**src/rtl/can_ef_pkg.sv**
```systemverilog
package can_ef_pkg;

   typedef enum logic [2:0] {
      EF_IDLE   = 3'd0,
      EF_FLAG   = 3'd1,
      EF_ECHO   = 3'd2,
      EF_DELIM  = 3'd3,
      EF_REJOIN = 3'd4
   } ef_state_e;

   function automatic int unsigned ef_max3(input int unsigned a,
                                           input int unsigned b,
                                           input int unsigned c);
      int unsigned m;
      m = (a > b) ? a : b;
      return (m > c) ? m : c;
   endfunction

endpackage

```
**src/rtl/can_ef_runcnt.sv**
```systemverilog
module can_ef_runcnt #(
   parameter int unsigned W = 4
) (
   input  logic         clk,
   input  logic         rst,
   input  logic         en,
   input  logic         clr,
   input  logic         inc,
   output logic [W-1:0] cnt
);

   localparam logic [W-1:0] TOP = {W{1'b1}};

   always_ff @(posedge clk) begin
      if (rst) begin
         cnt <= '0;
      end else if (en) begin
         if (clr) begin
            cnt <= inc ? W'(1) : '0;
         end else if (inc && (cnt != TOP)) begin
            cnt <= cnt + W'(1);
         end
      end
   end

endmodule

```
**src/rtl/can_ef_drive.sv**
```systemverilog
module can_ef_drive
   import can_ef_pkg::*;
(
   input  ef_state_e state,
   input  logic      passive_q,
   output logic      tx_bit
);

   always_comb begin
      tx_bit = 1'b1;
      if ((state == EF_FLAG) && !passive_q) begin
         tx_bit = 1'b0;
      end
   end

endmodule

```
**src/rtl/can_ef_gen.sv**
```systemverilog
module can_ef_gen
   import can_ef_pkg::*;
#(
   parameter int unsigned FLAG_LEN      = 6,
   parameter int unsigned DELIM_LEN     = 8,
   parameter int unsigned MAX_ECHO      = 12,
   parameter int unsigned REJOIN_LEN    = 6,
   parameter bit          ECHO_CHECK_EN = 1'b1
) (
   input  logic clk,
   input  logic rst,
   input  logic bit_strobe,
   input  logic bus_bit,
   input  logic err_detect,
   input  logic err_passive,
   input  logic node_tx,
   output logic tx_bit,
   output logic frame_active,
   output logic retry_req,
   output logic echo_overrun
);

   localparam int unsigned MAXV  = ef_max3(MAX_ECHO, DELIM_LEN, REJOIN_LEN);
   localparam int unsigned CNT_W = $clog2(MAXV + 2);

   localparam logic [CNT_W-1:0] FLAG_LAST   = CNT_W'(FLAG_LEN - 1);
   localparam logic [CNT_W-1:0] DELIM_LAST  = CNT_W'(DELIM_LEN - 1);
   localparam logic [CNT_W-1:0] REJOIN_LAST = CNT_W'(REJOIN_LEN - 1);
   localparam logic [CNT_W-1:0] ECHO_LIMIT  = CNT_W'(MAX_ECHO);

   if (FLAG_LEN < 1) begin : g_bad_flag
      $error("FLAG_LEN must be at least 1");
   end
   if (DELIM_LEN < 1) begin : g_bad_delim
      $error("DELIM_LEN must be at least 1");
   end
   if (REJOIN_LEN < 1) begin : g_bad_rejoin
      $error("REJOIN_LEN must be at least 1");
   end
   if (MAX_ECHO < FLAG_LEN) begin : g_bad_echo
      $error("MAX_ECHO must not be below FLAG_LEN");
   end

   ef_state_e state, state_n;
   logic      passive_q, pend_q;
   logic      fclr, finc, dclr, dinc, rclr, rinc;
   logic      delim_done, release_now, ovr_hit;
   logic [CNT_W-1:0] fcnt, dcnt, rcnt;

   // field counter: bits since flag start while the dominant field lasts
   can_ef_runcnt #(.W(CNT_W)) i_field_cnt (
      .clk (clk), .rst (rst), .en (bit_strobe),
      .clr (fclr), .inc (finc), .cnt (fcnt)
   );

   // delimiter counter: consecutive recessive bits in the delimiter
   can_ef_runcnt #(.W(CNT_W)) i_delim_cnt (
      .clk (clk), .rst (rst), .en (bit_strobe),
      .clr (dclr), .inc (dinc), .cnt (dcnt)
   );

   // rejoin counter: consecutive recessive bits after a passive frame
   can_ef_runcnt #(.W(CNT_W)) i_rejoin_cnt (
      .clk (clk), .rst (rst), .en (bit_strobe),
      .clr (rclr), .inc (rinc), .cnt (rcnt)
   );

   always_comb begin
      state_n     = state;
      fclr        = 1'b0;
      finc        = 1'b0;
      dclr        = 1'b0;
      dinc        = 1'b0;
      rclr        = 1'b0;
      rinc        = 1'b0;
      delim_done  = 1'b0;
      release_now = 1'b0;
      ovr_hit     = 1'b0;
      if (bit_strobe) begin
         unique case (state)
            EF_IDLE: begin
               if (err_detect) begin
                  state_n = EF_FLAG;
                  fclr    = 1'b1;
               end
            end
            EF_FLAG: begin
               finc = 1'b1;
               dclr = 1'b1;
               if (fcnt == FLAG_LAST) begin
                  state_n = EF_ECHO;
               end
            end
            EF_ECHO: begin
               if (bus_bit) begin
                  dinc = 1'b1;
                  if (dcnt == DELIM_LAST) begin
                     delim_done = 1'b1;
                  end else begin
                     state_n = EF_DELIM;
                  end
               end else begin
                  finc    = 1'b1;
                  ovr_hit = (fcnt == ECHO_LIMIT);
               end
            end
            EF_DELIM: begin
               if (bus_bit) begin
                  dinc = 1'b1;
                  if (dcnt == DELIM_LAST) begin
                     delim_done = 1'b1;
                  end
               end else begin
                  dclr = 1'b1;
               end
            end
            EF_REJOIN: begin
               if (bus_bit) begin
                  rinc = 1'b1;
                  if (rcnt == REJOIN_LAST) begin
                     state_n     = EF_IDLE;
                     release_now = 1'b1;
                  end
               end else begin
                  rclr = 1'b1;
               end
            end
            default: state_n = EF_IDLE;
         endcase
         if (delim_done) begin
            if (passive_q) begin
               state_n = EF_REJOIN;
               rclr    = 1'b1;
            end else begin
               state_n     = EF_IDLE;
               release_now = 1'b1;
            end
         end
      end
   end

   logic ovr_pulse_n;

   if (ECHO_CHECK_EN) begin : g_echo_chk
      assign ovr_pulse_n = ovr_hit;
   end else begin : g_no_echo_chk
      assign ovr_pulse_n = 1'b0;
   end

   always_ff @(posedge clk) begin
      if (rst) begin
         state        <= EF_IDLE;
         passive_q    <= 1'b0;
         pend_q       <= 1'b0;
         retry_req    <= 1'b0;
         echo_overrun <= 1'b0;
      end else begin
         state        <= state_n;
         retry_req    <= release_now & pend_q;
         echo_overrun <= ovr_pulse_n;
         if (bit_strobe && (state == EF_IDLE) && err_detect) begin
            passive_q <= err_passive;
            pend_q    <= node_tx;
         end
      end
   end

   assign frame_active = (state != EF_IDLE);

   can_ef_drive i_drive (
      .state     (state),
      .passive_q (passive_q),
      .tx_bit    (tx_bit)
   );

endmodule

```
**config.mk**
```make
export PLATFORM = sky130hd
export DESIGN_NAME = can_ef_gen
export DESIGN_NICKNAME = d
export VERILOG_FILES = /design/src/rtl/can_ef_pkg.sv /design/src/rtl/can_ef_runcnt.sv /design/src/rtl/can_ef_drive.sv /design/src/rtl/can_ef_gen.sv
export SDC_FILE = /design/constraint.sdc
export NUM_CORES = 1
export LEC_CHECK = 0
export BUFFER_PORTS_ARGS = -buffer_cell sky130_fd_sc_hd__buf_2
export CAP_MARGIN = 30
export CORE_MARGIN = 8
export CORE_UTILIZATION = 30
export DETAILED_ROUTE_END_ITERATION = 7
export GPL_TIMING_DRIVEN = 1
export HOLD_SLACK_MARGIN = 0.03
export PLACE_DENSITY_LB_ADDON = 0.12
export REMOVE_ABC_BUFFERS = 1
export SYNTH_ARGS = -nofsm -noshare
export SYNTH_HDL_FRONTEND = slang
export SYNTH_SLANG_ARGS = --single-unit
```
**constraint.sdc**
```tcl
create_clock -name clk -period 3.55 [get_ports clk]
set_input_delay 0.71 -clock clk [delete_from_list [all_inputs] [get_ports clk]]
set_output_delay 0.71 -clock clk [all_outputs]
set_load 0.02 [all_outputs]
```
* Word level (Yosys, flattened, before mapping)
Index checks and enable logic that the tools add are counted.
** Operators by class
- $mul :: 0
- Div/mod/pow operators :: 0
- Eq/ne operators :: 18
- Shift operators :: 0
- Magnitude comparators :: 0
- Mux-type cells :: 46
- Reductions and logical operators :: 18
- $add $sub $neg :: 3
- Bitwise operators :: 3
** Operator list (number)
- two-way mux 1 bit :: 29
- two-way mux 3 bit :: 8
- two-way mux 4 bit :: 6
- inequality test 3 bit, second input constant :: 6
- one-hot mux 3 bit (5 select lines) :: 1
- adder 4 x 1 -> 4 bit, second input constant :: 3
- == test 4 x 3 -> 1 bit, second input constant :: 3
- inequality test 4 bit, second input constant :: 3
- AND reduction 8 bit :: 1
- == test 3 x 2 -> 1 bit, second input constant :: 2
- logical AND 1 bit :: 6
- AND reduction 2 bit :: 3
- nonzero test 2 bit :: 3
- == test 4 bit, second input constant :: 1
- one-hot mux 1 bit (2 select lines) :: 2
- OR reduction 4 bit :: 1
- == test 3 x 1 -> 1 bit, second input constant :: 1
- == test 3 bit, second input constant :: 1
- zero test 3 bit :: 1
- nonzero test 3 bit :: 1
- inequality test 2 bit, second input constant :: 1
- inverter 1 bit :: 2
- OR reduction 2 bit :: 1
- AND 1 bit :: 1
- zero test 1 bit :: 1
** Storage, ports and cells
- Bits of input ports :: 7
- Register bits after elaboration :: 19
- Logic and storage cells :: 96
- ROM bits :: 0
- Latch bits :: 0
- Output and inout bits :: 4
- Memories :: 0
- RAM bits :: 0

* Logic depth before layout (Yosys ltp)
- Depth in word-level cells :: 9
- Gate-level depth with buffers :: 6
- Mapped depth without buffers :: 6

* Hierarchy
Synthesis repeated with hierarchy kept, for this count alone.
** Unflattened totals
- Cell total of the unflattened synthesis :: 146
- Area total of the unflattened synthesis :: 1256.2 sq um
** By module, submodules not included
- can_ef_runcnt :: area each 245.2 sq um, sequential area each 80.1 sq um, cells an instance 26, instances 3
- can_ef_gen :: area each 510.5 sq um, sequential area each 140.1 sq um, cells an instance 67, instances 1
- can_ef_drive :: area each 10.0 sq um, sequential area each 0.0 sq um, cells an instance 1, instances 1

* Least setup slack after synthesis
OpenSTA, ideal clock, no wires.
- Path kind :: input -> register
- Start point :: input bit_strobe
- End point :: register i_field_cnt.cnt[3]
- Arrival :: 1.701 ns
- Data required time :: 3.480 ns
- Library setup time :: 0.070 ns
- Slack :: 1.779 ns
- Buffers on the path :: 2
- Stages on the path :: 6
- Path through :: buf_2 and2b_1 buf_4 o211ai_2 or3_1 a21oi_1
** On the way
- Cells in the longest elaborated chain, start to end :: 4
- Elaborated cells between the ends (all ways) :: 6
- Those cells by class :: mux (3); reduce/logical (3)
** Ends and longest elaborated chain
- start: declaration :: RTL line can_ef_gen.sv:12 : input logic bit_strobe,
- two-way mux 1 bit :: RTL line can_ef_gen.sv:79 : if (bit_strobe) begin
- logical AND 1 bit :: RTL line can_ef_runcnt.sv:20 : end else if (inc && (cnt != TOP)) begin
- nonzero test 2 bit (no line)
- AND reduction 2 bit (no line)
- end signal: assignment :: RTL line can_ef_runcnt.sv:19 : cnt <= inc ? W'(1) : '0;
- end signal: assignment :: RTL line can_ef_runcnt.sv:21 : cnt <= cnt + W'(1);
- end: declaration :: RTL line can_ef_runcnt.sv:9 : output logic [W-1:0] cnt
Several ways; a longest one is shown, not always the timed one.
A chain may end at the register's enable or synchronous reset.

* Final worst setup path
- Start point :: register state[0]
- End point :: output tx_bit
** On the way
- Cells in the longest elaborated chain, start to end :: 3
** Ends and longest elaborated chain
- start: declaration :: RTL line can_ef_gen.sv:44 : ef_state_e state, state_n;
- start signal: assignment :: RTL line can_ef_gen.sv:158 : state <= state_n;
- == test 3 x 1 -> 1 bit :: RTL line can_ef_drive.sv:11 : if ((state == EF_FLAG) && !passive_q) begin
- logical AND 1 bit :: RTL line can_ef_drive.sv:11
- two-way mux 1 bit :: RTL line can_ef_drive.sv:11
- end: declaration :: RTL line can_ef_gen.sv:17 : output logic tx_bit,
No other way between the ends.

==> impl_metrics.env <==
export IMPL_vias_per_cell=4.97
export IMPL_area_growth_pct=10.2
export IMPL_pwr_density_cell_nw_per_um2=361
export IMPL_grt_max_degree=15
export IMPL_wire_per_inst_um=13.0
export IMPL_yosys_warnings=0
export IMPL_nFillCells=407
export IMPL_async_reset_ff_frac=0
export IMPL_grt_overflow_total=0
export IMPL_path_delay_family="flip-flops"
export IMPL_cap_violations=0
export IMPL_crit_buf_inv=1
export IMPL_max_slew_margin_rel=0.655
export IMPL_clk_pin_slew_ns=0.07
export IMPL_grt_usage=0.0834
export IMPL_max_clock_freq_mhz=465
export IMPL_r2r_start="state[1]$_SDFFE_PP0P_"
export IMPL_syn_area_um2=1120
export IMPL_tritoncts="built"
export IMPL_vias=925
export IMPL_drv_slew=0
export IMPL_clock_latency_ns=0.26
export IMPL_clockBufferDepth=2
export IMPL_fin_total_pwr_mw=0.447
export IMPL_fin_area_um2=1240
export IMPL_drive_gt1_frac=0.152
export IMPL_syn_inst=129
export IMPL_critPathMaxStageDelay_ns=0.64
export IMPL_coreArea_um2=3630
export IMPL_pre_cts_slack_ns=1.59
export IMPL_root_buffer="clkbuf_8"
export IMPL_synth_cell_types=45
export IMPL_hp_class="flop to flop"
export IMPL_criticalPathCategory="flop to primary output"
export IMPL_die_y_um=77.2
export IMPL_cp_required_ns=2.84
export IMPL_hold_viol=0
export IMPL_final_setup_worst_slack_ns=1.40
export IMPL_num_antenna_cells=0
export IMPL_clkSinkCount=19
export IMPL_rows=22
export IMPL_cp_max_fo=14
export IMPL_synth_seq_cells=19
export IMPL_worst_ep_arrival_time_ns=1.44
export IMPL_finClkSkew_ns=0.00549
export IMPL_cts_resized=0
export IMPL_htree_levels=1
export IMPL_path_cells="nor2b_1, nand2_1, buf_2"
export IMPL_p_leak_nw=0.481
export IMPL_startpoint="state[0]$_SDFFE_PP0P_"
export IMPL_worstMarginPinSlew_ns=0.517
export IMPL_yosys_most_used_dff="dfxtp_1"
export IMPL_outcome="finished clean"
export IMPL_syn_avg_cell_area_um2=8.71
export IMPL_worstSetupEndpointType="primary output"
export IMPL_setup_tns_final_ns=0
export IMPL_rsz0062_at_grt="no"
export IMPL_start_util=0.309
export IMPL_grt_first_pass_wirelength_um=4160
export IMPL_setup_viol=0
export IMPL_die_x_um=77.2
export IMPL_drtIter0Drc=24
export IMPL_cts_buffers=3
export IMPL_cp_start_kind="flop"
export IMPL_layout_nets=152
export IMPL_hp_start="pend_q$_SDFFE_PP0P_"
export IMPL_cts_setup_buffers=0
export IMPL_place_area_um2=1190
export IMPL_route_detailed_drc=0
export IMPL_gp_congestion=0.742
export IMPL_cts_hold_buf=0
export IMPL_wl_um=2410
export IMPL_min_period_ns=2.15
export IMPL_first_pass_iters=4
export IMPL_portBuffers=10
export IMPL_synth_edf_count=0
export IMPL_dieArea_um2=5960
export IMPL_ios=11
export IMPL_finalCritPeriodShare=0.606
export IMPL_first_global_vias=909
export IMPL_ant_nets=0
export IMPL_hpwl_um=1790
export IMPL_antenna_found_initial=0
export IMPL_irDropWorstVdd_mv=0.149
export IMPL_seq_area_frac_synth=0.339
export IMPL_critPathSlowestCell="dfxtp_1"
==> final timing paths <==
check             slack (ns)  cells after the start                         endpoint
setup / recovery        1.40                      3                           tx_bit
hold / removal          0.45                      2             retry_req$_SDFF_PP0_
setup reg to reg        1.84                      4  i_field_cnt.cnt[3]$_SDFFE_PP0P_
hold reg to reg         0.45                      2             retry_req$_SDFF_PP0_
==> per-layer routing <==
layer	share of wire	global-route usage	routed length (um)
met1	0.51	0.109	1240
met4	0.014	0.0396	34
met5	0	0	0
met2	0.45	0.126	1090
met3	0.021	0.0175	51
==> Yosys cell counts (all sizes together) (5+ instances only) <==
cell type / n / area, um^2
dfxtp: 19 / 380
nor2: 15 / 56.3
inv: 8 / 30.0
nand3: 8 / 40.0
nand2: 7 / 26.3
ha: 6 / 75.1
buf: 5 / 40.0
==> through the flow <==
| stage | std cells | hold WS [ns] | utilization |
|---|---|---|---|
| floorplan | 124 | 0.415 | - |
| global placement | 182 | 0.436 | 0.329 |
| detailed placement | 182 | 0.432 | 0.329 |
| CTS | 186 | 0.450 | 0.341 |
| global route | 186 | 0.469 | 0.341 |
| finish | 186 | 0.446 | 0.341 |
==> layout make-up <==
| class | count | area, um^2 | area share |
|---|---|---|---|
| well taps | 48 | 60.1 | 0.0485 |
| repair buffers | 10 | 50.0 | 0.0404 |
| clock buffers | 4 | 45.0 | 0.0364 |
| multi-input cells | 97 | 673 | 0.543 |
| flip-flops and latches | 19 | 380 | 0.307 |
| inverters | 8 | 30.0 | 0.0242 |
==> placed cells by master, fill, tap and decap left out, drive strengths merged, types with 2 or more instances in the layout <==
cell,Yosys,routed
and3,3,3
and2,2,2
a211oi,3,3
a21oi,4,4
xor2,4,4
clkbuf,0,4
a31oi,3,3
mux2i,4,4
ha,6,6
nand4,4,4
nor3b,3,3
inv,8,8
dfxtp,19,19
nor2,15,15
nand2,7,7
o211ai,2,2
nand2b,2,2
and4,2,2
nand3,8,8
or3,4,4
xnor2,2,2
o21ai,4,4
buf,5,10
==> worst register-to-register path: cells and delay by family, from the launching register on <==
family	cells	cell delay (ns)
and+or+nand+nor	2	0.70
DFF	1	0.65
AOI/OAI and AO/OA	2	0.29
==> cells by family (layout without fill, tap and decap cells) <==
| kind of cell | Yosys count | count (layout) | synth area share |
|---|---|---|---|
| AOI/OAI and AO/OA | 21 | 21 | 0.133 |
| muxes | 5 | 5 | 0.0457 |
| and+or+nand+nor | 59 | 59 | 0.307 |
| DFF | 19 | 19 | 0.339 |
| adders and majority gates | 6 | 6 | 0.0668 |
| xor gates and xnor gates | 6 | 6 | 0.0468 |
| buffers and inverters | 13 | 22 | 0.0624 |
==> flip-flops by register name (all words and copies together), names as in the netlist <==
register / flops
echo_overrun: 1
i_delim_cnt.cnt: 4
state: 3
passive_q: 1
i_field_cnt.cnt: 4
pend_q: 1
i_rejoin_cnt.cnt: 4
retry_req: 1
==> where the power goes <==
part	leakage, nW	internal [mW]	switching [mW]
logic	0.305	0.0258	0.0361
registers	0.154	0.219	0.0144
clock network	0.0228	0.0798	0.0722
Note: power is estimated with default switching activity, not from simulation.
